### config.mk
export PLATFORM = sky130hd
export DESIGN_NAME = mdio_mgmt_slave
export DESIGN_NICKNAME = d
export VERILOG_FILES = /design/src/rtl/mdio_pkg.sv /design/src/rtl/mdio_frame_rx.sv /design/src/rtl/mdio_regfile.sv /design/src/rtl/mdio_mgmt_slave.sv
export SDC_FILE = /design/constraint.sdc
export NUM_CORES = 1
export LEC_CHECK = 0
export CAP_MARGIN = 5
export CELL_PAD_IN_SITES_DETAIL_PLACEMENT = 1
export CELL_PAD_IN_SITES_GLOBAL_PLACEMENT = 1
export CORE_ASPECT_RATIO = 0.75
export CORE_MARGIN = 3
export CORE_UTILIZATION = 42
export CTS_BUF_LIST = sky130_fd_sc_hd__clkbuf_16
export DETAILED_ROUTE_END_ITERATION = 6
export HOLD_SLACK_MARGIN = 0.05
export PLACE_DENSITY_LB_ADDON = 0.1
export SLEW_MARGIN = 10
export SYNTH_ARGS = -nofsm -noshare
export SYNTH_HDL_FRONTEND = slang
export SYNTH_SLANG_ARGS = --single-unit
export TNS_END_PERCENT = 20
### constraint.sdc
create_clock -name clk -period 2.1 [get_ports clk]
set_input_delay 0.63 -clock clk [delete_from_list [all_inputs] [get_ports clk]]
set_output_delay 0.63 -clock clk [all_outputs]
set_load 0.02 [all_outputs]
### src/rtl/mdio_pkg.sv
package mdio_pkg;
  typedef enum logic [2:0] {
    S_HUNT, S_START, S_OP, S_PHY, S_REG, S_TA, S_DATA
  } mdio_state_e;

  // control register bit positions
  localparam int B_RST     = 15;
  localparam int B_LOOP    = 14;
  localparam int B_SPEED   = 13;
  localparam int B_ANEN    = 12;
  localparam int B_PDOWN   = 11;
  localparam int B_ISO     = 10;
  localparam int B_RESTART = 9;
  localparam int B_DUPLEX  = 8;
  localparam int B_COLTEST = 7;
  // status register bit positions
  localparam int B_LINK    = 2;
  localparam int B_FAULT   = 4;

  typedef struct packed {
    logic loopback;
    logic speed100;
    logic an_en;
    logic pdown;
    logic isolate;
    logic duplex;
    logic col_test;
  } ctl_t;

  localparam ctl_t CTL_DEFAULT = '{loopback: 1'b0, speed100: 1'b1, an_en: 1'b1,
                                   pdown: 1'b0, isolate: 1'b0, duplex: 1'b1,
                                   col_test: 1'b0};
endpackage

### src/rtl/mdio_frame_rx.sv
module mdio_frame_rx
  import mdio_pkg::*;
#(
  parameter int PRE_LEN = 32,
  parameter int AW      = 5,
  parameter int DW      = 16
) (
  input  logic          clk,
  input  logic          rst_n,
  input  logic          mdc,
  input  logic          mdio_i,
  input  logic [AW-1:0] strap,
  input  logic [DW-1:0] rd_data,
  output logic          mdio_o,
  output logic          mdio_oe,
  output logic          rd_req,
  output logic          wr_req,
  output logic [AW-1:0] reg_addr,
  output logic [DW-1:0] wr_data
);
  localparam int CW   = $clog2(PRE_LEN + 1);
  localparam int NW   = $clog2((DW > AW) ? DW : AW);
  localparam logic [NW-1:0] AW_LAST = NW'(AW - 1);
  localparam logic [NW-1:0] DW_LAST = NW'(DW - 1);

  mdio_state_e   state;
  logic          mdc_q, rise, is_rd;
  logic [CW-1:0] ones;
  logic [NW-1:0] cnt;
  logic [1:0]    op_q;
  logic [1:0]    op_nx;
  logic [AW-1:0] pa_q, ra_q;
  logic [DW-1:0] sh;

  assign rise     = mdc & ~mdc_q;
  assign op_nx    = {op_q[0], mdio_i};
  assign reg_addr = (state == S_REG) ? {ra_q[AW-2:0], mdio_i} : ra_q;
  assign wr_data  = {sh[DW-2:0], mdio_i};
  assign rd_req   = rise && state == S_REG && cnt == AW_LAST && is_rd && pa_q == strap;
  assign wr_req   = rise && state == S_DATA && cnt == DW_LAST && !is_rd;

  always_ff @(posedge clk or negedge rst_n) begin
    if (!rst_n) begin
      state   <= S_HUNT;
      mdc_q   <= 1'b0;
      ones    <= '0;
      cnt     <= '0;
      op_q    <= '0;
      is_rd   <= 1'b0;
      pa_q    <= '0;
      ra_q    <= '0;
      sh      <= '0;
      mdio_o  <= 1'b0;
      mdio_oe <= 1'b0;
    end else begin
      mdc_q <= mdc;
      if (rise) begin
        case (state)
          S_HUNT: begin
            if (mdio_i) begin
              if (ones != CW'(PRE_LEN)) ones <= ones + CW'(1);
            end else if (ones == CW'(PRE_LEN)) begin
              state <= S_START;
            end else begin
              ones <= '0;
            end
          end
          S_START: begin
            ones <= '0;
            cnt  <= '0;
            state <= mdio_i ? S_OP : S_HUNT;
          end
          S_OP: begin
            op_q <= op_nx;
            if (cnt == NW'(1)) begin
              cnt <= '0;
              if (op_nx == 2'b10 || op_nx == 2'b01) begin
                state <= S_PHY;
                is_rd <= (op_nx == 2'b10);
              end else begin
                state <= S_HUNT;
              end
            end else begin
              cnt <= cnt + NW'(1);
            end
          end
          S_PHY: begin
            pa_q <= {pa_q[AW-2:0], mdio_i};
            if (cnt == AW_LAST) begin
              cnt   <= '0;
              state <= S_REG;
            end else begin
              cnt <= cnt + NW'(1);
            end
          end
          S_REG: begin
            ra_q <= reg_addr;
            if (cnt == AW_LAST) begin
              cnt <= '0;
              if (pa_q == strap) begin
                state <= S_TA;
                if (is_rd) sh <= rd_data;
              end else begin
                state <= S_HUNT;
              end
            end else begin
              cnt <= cnt + NW'(1);
            end
          end
          S_TA: begin
            if (cnt == '0) begin
              cnt <= NW'(1);
              if (is_rd) begin
                mdio_oe <= 1'b1;
                mdio_o  <= 1'b0;
              end
            end else begin
              cnt   <= '0;
              state <= S_DATA;
              if (is_rd) begin
                mdio_o <= sh[DW-1];
                sh     <= sh << 1;
              end
            end
          end
          S_DATA: begin
            if (is_rd) begin
              if (cnt == DW_LAST) begin
                mdio_oe <= 1'b0;
                mdio_o  <= 1'b0;
              end else begin
                mdio_o <= sh[DW-1];
                sh     <= sh << 1;
              end
            end else begin
              sh <= wr_data;
            end
            if (cnt == DW_LAST) begin
              cnt   <= '0;
              state <= S_HUNT;
            end else begin
              cnt <= cnt + NW'(1);
            end
          end
          default: state <= S_HUNT;
        endcase
      end
    end
  end

  // the first driven value of a read is the turnaround zero
  a_r4_turnaround_zero: assert property (@(posedge clk) disable iff (!rst_n)
    $rose(mdio_oe) |-> !mdio_o);
  // the line is driven only for a frame whose address matched the straps
  a_r3_drive_only_matched: assert property (@(posedge clk) disable iff (!rst_n)
    mdio_oe |-> (pa_q == strap && is_rd));
  // a write strobe only ever follows a write operation code
  a_r2_write_opcode: assert property (@(posedge clk) disable iff (!rst_n)
    wr_req |-> op_q == 2'b01);
endmodule

### src/rtl/mdio_regfile.sv
module mdio_regfile
  import mdio_pkg::*;
#(
  parameter int AW = 5,
  parameter int DW = 16
) (
  input  logic          clk,
  input  logic          rst_n,
  input  logic          rd_req,
  input  logic          wr_req,
  input  logic [AW-1:0] reg_addr,
  input  logic [DW-1:0] wr_data,
  input  logic          link_in,
  input  logic          fault_in,
  output logic [DW-1:0] rd_data,
  output ctl_t          ctl,
  output logic          rst_pulse,
  output logic          restart_pulse
);
  logic link_l, fault_l;
  logic sel_ctl, sel_stat, soft_rst, snap;
  logic unused_wbits;

  assign sel_ctl      = (reg_addr == AW'(0));
  assign sel_stat     = (reg_addr == AW'(1));
  assign soft_rst     = wr_req && sel_ctl && wr_data[B_RST];
  assign snap         = rd_req && sel_stat;
  assign unused_wbits = ^wr_data[6:0];

  always_comb begin
    rd_data = '0;
    if (sel_ctl) begin
      rd_data[B_LOOP]    = ctl.loopback;
      rd_data[B_SPEED]   = ctl.speed100;
      rd_data[B_ANEN]    = ctl.an_en;
      rd_data[B_PDOWN]   = ctl.pdown;
      rd_data[B_ISO]     = ctl.isolate;
      rd_data[B_DUPLEX]  = ctl.duplex;
      rd_data[B_COLTEST] = ctl.col_test;
    end else if (sel_stat) begin
      rd_data[B_LINK]  = link_l;
      rd_data[B_FAULT] = fault_l;
    end
  end

  always_ff @(posedge clk or negedge rst_n) begin
    if (!rst_n) begin
      ctl           <= CTL_DEFAULT;
      rst_pulse     <= 1'b0;
      restart_pulse <= 1'b0;
      link_l        <= 1'b0;
      fault_l       <= 1'b0;
    end else begin
      rst_pulse     <= 1'b0;
      restart_pulse <= 1'b0;
      if (soft_rst) begin
        ctl       <= CTL_DEFAULT;
        rst_pulse <= 1'b1;
        link_l    <= 1'b0;
        fault_l   <= 1'b0;
      end else begin
        if (wr_req && sel_ctl) begin
          ctl.loopback  <= wr_data[B_LOOP];
          ctl.speed100  <= wr_data[B_SPEED];
          ctl.an_en     <= wr_data[B_ANEN];
          ctl.pdown     <= wr_data[B_PDOWN];
          ctl.isolate   <= wr_data[B_ISO];
          ctl.duplex    <= wr_data[B_DUPLEX];
          ctl.col_test  <= wr_data[B_COLTEST];
          restart_pulse <= wr_data[B_RESTART];
        end
        if (snap) begin
          link_l  <= link_in;
          fault_l <= fault_in;
        end else begin
          link_l  <= link_l & link_in;
          fault_l <= fault_l | fault_in;
        end
      end
    end
  end

  // self-clearing bits last exactly one clock
  a_r8_reset_one_clock: assert property (@(posedge clk) disable iff (!rst_n)
    rst_pulse |=> !rst_pulse);
  a_r8_restart_one_clock: assert property (@(posedge clk) disable iff (!rst_n)
    restart_pulse |=> !restart_pulse);
  // while the reset pulse is high the control fields are at their defaults
  a_r8_reset_defaults: assert property (@(posedge clk) disable iff (!rst_n)
    rst_pulse |-> (ctl == CTL_DEFAULT && !link_l && !fault_l));
  // a low link input with no read pending leaves the latch low
  a_r9_latch_low: assert property (@(posedge clk) disable iff (!rst_n)
    (!link_in && !snap) |=> !link_l);
  // a high fault input with no read or soft reset pending leaves the latch high
  a_r9_latch_high: assert property (@(posedge clk) disable iff (!rst_n)
    (fault_in && !snap && !soft_rst) |=> fault_l);
endmodule

### src/rtl/mdio_mgmt_slave.sv
module mdio_mgmt_slave
  import mdio_pkg::*;
#(
  parameter int PRE_LEN = 32,
  parameter int AW      = 5,
  parameter int DW      = 16
) (
  input  logic          clk,
  input  logic          rst_n,
  input  logic          mdc,
  input  logic          mdio_i,
  output logic          mdio_o,
  output logic          mdio_oe,
  input  logic [AW-1:0] phy_addr,
  input  logic          link_in,
  input  logic          fault_in,
  output logic          ctl_reset,
  output logic          ctl_loopback,
  output logic          ctl_speed100,
  output logic          ctl_an_en,
  output logic          ctl_pdown,
  output logic          ctl_isolate,
  output logic          ctl_an_restart,
  output logic          ctl_full_duplex,
  output logic          ctl_col_test
);
  logic          rd_req, wr_req;
  logic [AW-1:0] reg_addr;
  logic [DW-1:0] wr_data, rd_data;
  ctl_t          ctl;

  mdio_frame_rx #(.PRE_LEN(PRE_LEN), .AW(AW), .DW(DW)) u_rx (
    .clk(clk), .rst_n(rst_n), .mdc(mdc), .mdio_i(mdio_i), .strap(phy_addr),
    .rd_data(rd_data), .mdio_o(mdio_o), .mdio_oe(mdio_oe), .rd_req(rd_req),
    .wr_req(wr_req), .reg_addr(reg_addr), .wr_data(wr_data)
  );

  mdio_regfile #(.AW(AW), .DW(DW)) u_regs (
    .clk(clk), .rst_n(rst_n), .rd_req(rd_req), .wr_req(wr_req),
    .reg_addr(reg_addr), .wr_data(wr_data), .link_in(link_in),
    .fault_in(fault_in), .rd_data(rd_data), .ctl(ctl),
    .rst_pulse(ctl_reset), .restart_pulse(ctl_an_restart)
  );

  assign ctl_loopback    = ctl.loopback;
  assign ctl_speed100    = ctl.speed100;
  assign ctl_an_en       = ctl.an_en;
  assign ctl_pdown       = ctl.pdown;
  assign ctl_isolate     = ctl.isolate;
  assign ctl_full_duplex = ctl.duplex;
  assign ctl_col_test    = ctl.col_test;
endmodule

==> out/metrics.cfg <==
[drt]
dr_total_vias = 2327
ant_nets = 0
routed_wl_um = 7850
wl_per_cell_um = 18.5
drt_iter0_drc = 93
via_per_inst = 5.49
drcViolationCount = 0
first_pass_iters = 4

[timing]
finClkSkew_ns = 0.00829
hold_viol = 0
grt_setup_unrepaired = true
hold_slack_ns = 0.260
slew_viol_final = 0
min_period_ns = 2.08
timing.setup.tns_ns = 0
fmax_mhz = 482
finalSetupViolations = 0
slew_headroom = 0.703
finalCritPeriodShare = 0.989
worstMarginPinSlew_ns = 0.445

[synth]
synth_edf_count = 0
yosysWarningCount = 0
yosysTopAreaCell = dfrtp_1
synth_area_um2 = 2920
synth_area_per_cell_um2 = 10.5
yosysUniqueCellTypes = 53
synth_seq_cells = 55
yosys.cell_count.top_type = dfrtp_1
yosysTopAreaCellShare = 0.446
synth_fa_ha_area_frac = 0.0257
synthXorXnorAreaFrac = 0.0150
synth-compound-area-share = 0.143
synth_top_family_by_area = simple AND/OR/NAND/NOR gates
syn_inst = 279
seq_area_frac_synth = 0.473
syn_nets = 296
synth_common_cells = 52 x dfrtp_1, 24 x nand2_1, 18 x inv_1, 15 x nor2_1, 14 x mux2_2
async_reset_ff_frac = 1.00
synthMuxAreaShare = 0.116
synthSimpleGateAreaFrac = 0.178
synth-main-ff-cell = dfrtp_1
synth_area_leaders = dfrtp_1 45%, mux2_2 5.4%, mux2i_1 3.1%, mux2_1 3.1%, nand2_1 3.1%

[clock_network]
cts_hold_buf = 0
root_buffer = clkbuf_16
cts_tree = built
cts.reportedPaths.clkPinSlew_ns = 0.08
cts.htree.levels = 2
cts_sinks = 55
clockBufferDepth = 2
cts-buffers-inserted = 5
clk_latency_ns = 0.30

[floorplan]
start_util = 0.448
die-width_um = 102
die_area_um2 = 7990
row_count = 25
ioPinCount = 22
fp.coreArea_um2 = 6510
dieHeight_um = 78.2

[global_routing]
grt.total_usage = 0.212
grt_max_degree = 27
antenna_found_initial = 0
grt_pass1_vias = 2522
grt_pass1_wl_um = 13300
overflow = 0

[setup_path]
arrival_ns = 2.26
rr_worst_depth = 8
start_kind = register
cp_max_fo = 6
end_kind = register
cp.required_ns = 2.28
timing_worst_setup_path_type = reg -> reg

[worst_hold_path]
hp-class = in -> async

[place]
io_buffers = 21
dpl.hpwl_um = 5390
gp_congestion = 0.800

[layout]
layout-drive-gt1-share = 0.306
antenna_cells = 0
syn_to_final_growth_pct = 32.1
fillers = 715
nets = 359
final_core_util = 0.592

[power]
power_density_nw_per_um2 = 1040
p_leak_nw = 1.89
ir_drop_uv = 463

[status]
outcome = finished clean

[flow_run]
max_cap_violations = 0

cells by family after synthesis:
kind of cell	Yosys count
AOI/OAI and AO/OA	58
buffers and inverters	32
adders and majority gates	6
xor gates and xnor gates	5
DFF	55
and+or+nand+nor	92
muxes	31
worst max-delay path, stage by stage (launching register included):
cell	delay [ns]
dfrtp_1	0.43
inv_2	0.10
ha_4	0.13
nor2b_4	0.14
nand2_1	0.06
a221o_1	0.33
a211o_4	0.32
buf_12	0.16
mux2_4	0.29
layout make-up:
type	count	area, µm²	area share
flip-flops and latches	55	1380	0.359
clock buffers	5	125	0.0325
multi-input cells	192	1520	0.393
inverters	18	67.6	0.0175
well taps	81	101	0.0263
clock inverters	3	20.0	0.00519
repair buffers	70	642	0.167
per-stage QoR:
step / area, µm² / setup slack, ns / std cells / total power [mW]
finish: 3850 / 0.0232 / 424 / 4.02
global route: 3850 / -0.0378 / 424 / 4.28
CTS: 3780 / 0.00947 / 422 / 3.96
floorplan: 2940 / -0.00414 / 279 / 2.37
global placement: 3470 / -0.389 / 406 / 2.88
detailed placement: 3470 / -0.433 / 406 / 2.93
state kept, by name (all words and copies together) (netlist names):
| name | cells |
|---|---|
| u_rx.sh | 16 |
| u_regs.ctl | 7 |
| u_rx.ones | 6 |
| u_rx.pa_q | 5 |
| u_rx.ra_q | 5 |
| u_rx.cnt | 4 |
| u_rx.state | 3 |
| u_regs.fault_l | 1 |
| u_regs.link_l | 1 |
| u_regs.restart_pulse | 1 |
| u_regs.rst_pulse | 1 |
| u_rx.is_rd | 1 |
| u_rx.mdc_q | 1 |
| u_rx.mdio_o | 1 |
| u_rx.mdio_oe | 1 |
| u_rx.op_q | 1 |
routing by layer:
metal | vias up | track usage | wire length [µm]
met2 | 21 | 0.328 | 3540
met5 | - | 0 | 0
met1 | 1182 | 0.311 | 4070
met4 | 0 | 0.0472 | 91
met3 | 9 | 0.0355 | 147
li1 | 1115 | - | -
cell usage in the layout, fill, tap and decap left out, drive strengths merged, types with 2 or more instances in the layout:
cell type and instances:
xor2 5, nor3 7, or2 2, nand4bb 2, mux2 22, or3 2
nand3b 2, mux2i 9, nand2b 4, nand3 10, ha 6, nor2b 7
a22o 9, dlygate4sd2 6, nand4 2, a21o 3, nor2 15, clkbuf 5
and4b 2, clkdlybuf4s50 12, buf 50, nand2 24, o31ai 7, inv 18
dfrtp 52, and3b 3, clkinv 2, dfstp 3, nor3b 5, dlymetal6s2s 2
o21ai 16, a21oi 10
path summary, 6_finish.rpt:
check                                         from  slack (ns)                         to
max                        u_rx.cnt[1]$_DFFE_PN0P_        0.02     u_rx.sh[7]$_DFFE_PN0P_
min                                          rst_n        0.26    u_rx.cnt[3]$_DFFE_PN0P_
max reg2reg                u_rx.cnt[1]$_DFFE_PN0P_        0.02     u_rx.sh[7]$_DFFE_PN0P_
min reg2reg                u_rx.mdio_o$_DFFE_PN0P_        0.48    u_rx.mdio_o$_DFFE_PN0P_
max in group asynchronous                    rst_n        1.28  u_regs.ctl[5]$_DFFE_PN1P_
min in group clk           u_rx.mdio_o$_DFFE_PN0P_        0.48    u_rx.mdio_o$_DFFE_PN0P_
power by group:
group          leakage [nW]  switching, mW  total (mW)  internal, mW
clock network        0.0674          0.394       0.835         0.441
registers             0.707          0.263        1.53          1.27
logic                  1.11          0.834        1.66         0.821
total                  1.89           1.49        4.02          2.53
repair_timing:
action                     in CTS  in global routing
gates cloned                    1                  0
pin swaps                      10                  2
setup endpoints to repair      17                 28
buffers inserted                7                  2
resized for setup              28                 16
No activity file was read; power rests on OpenSTA's default activity.
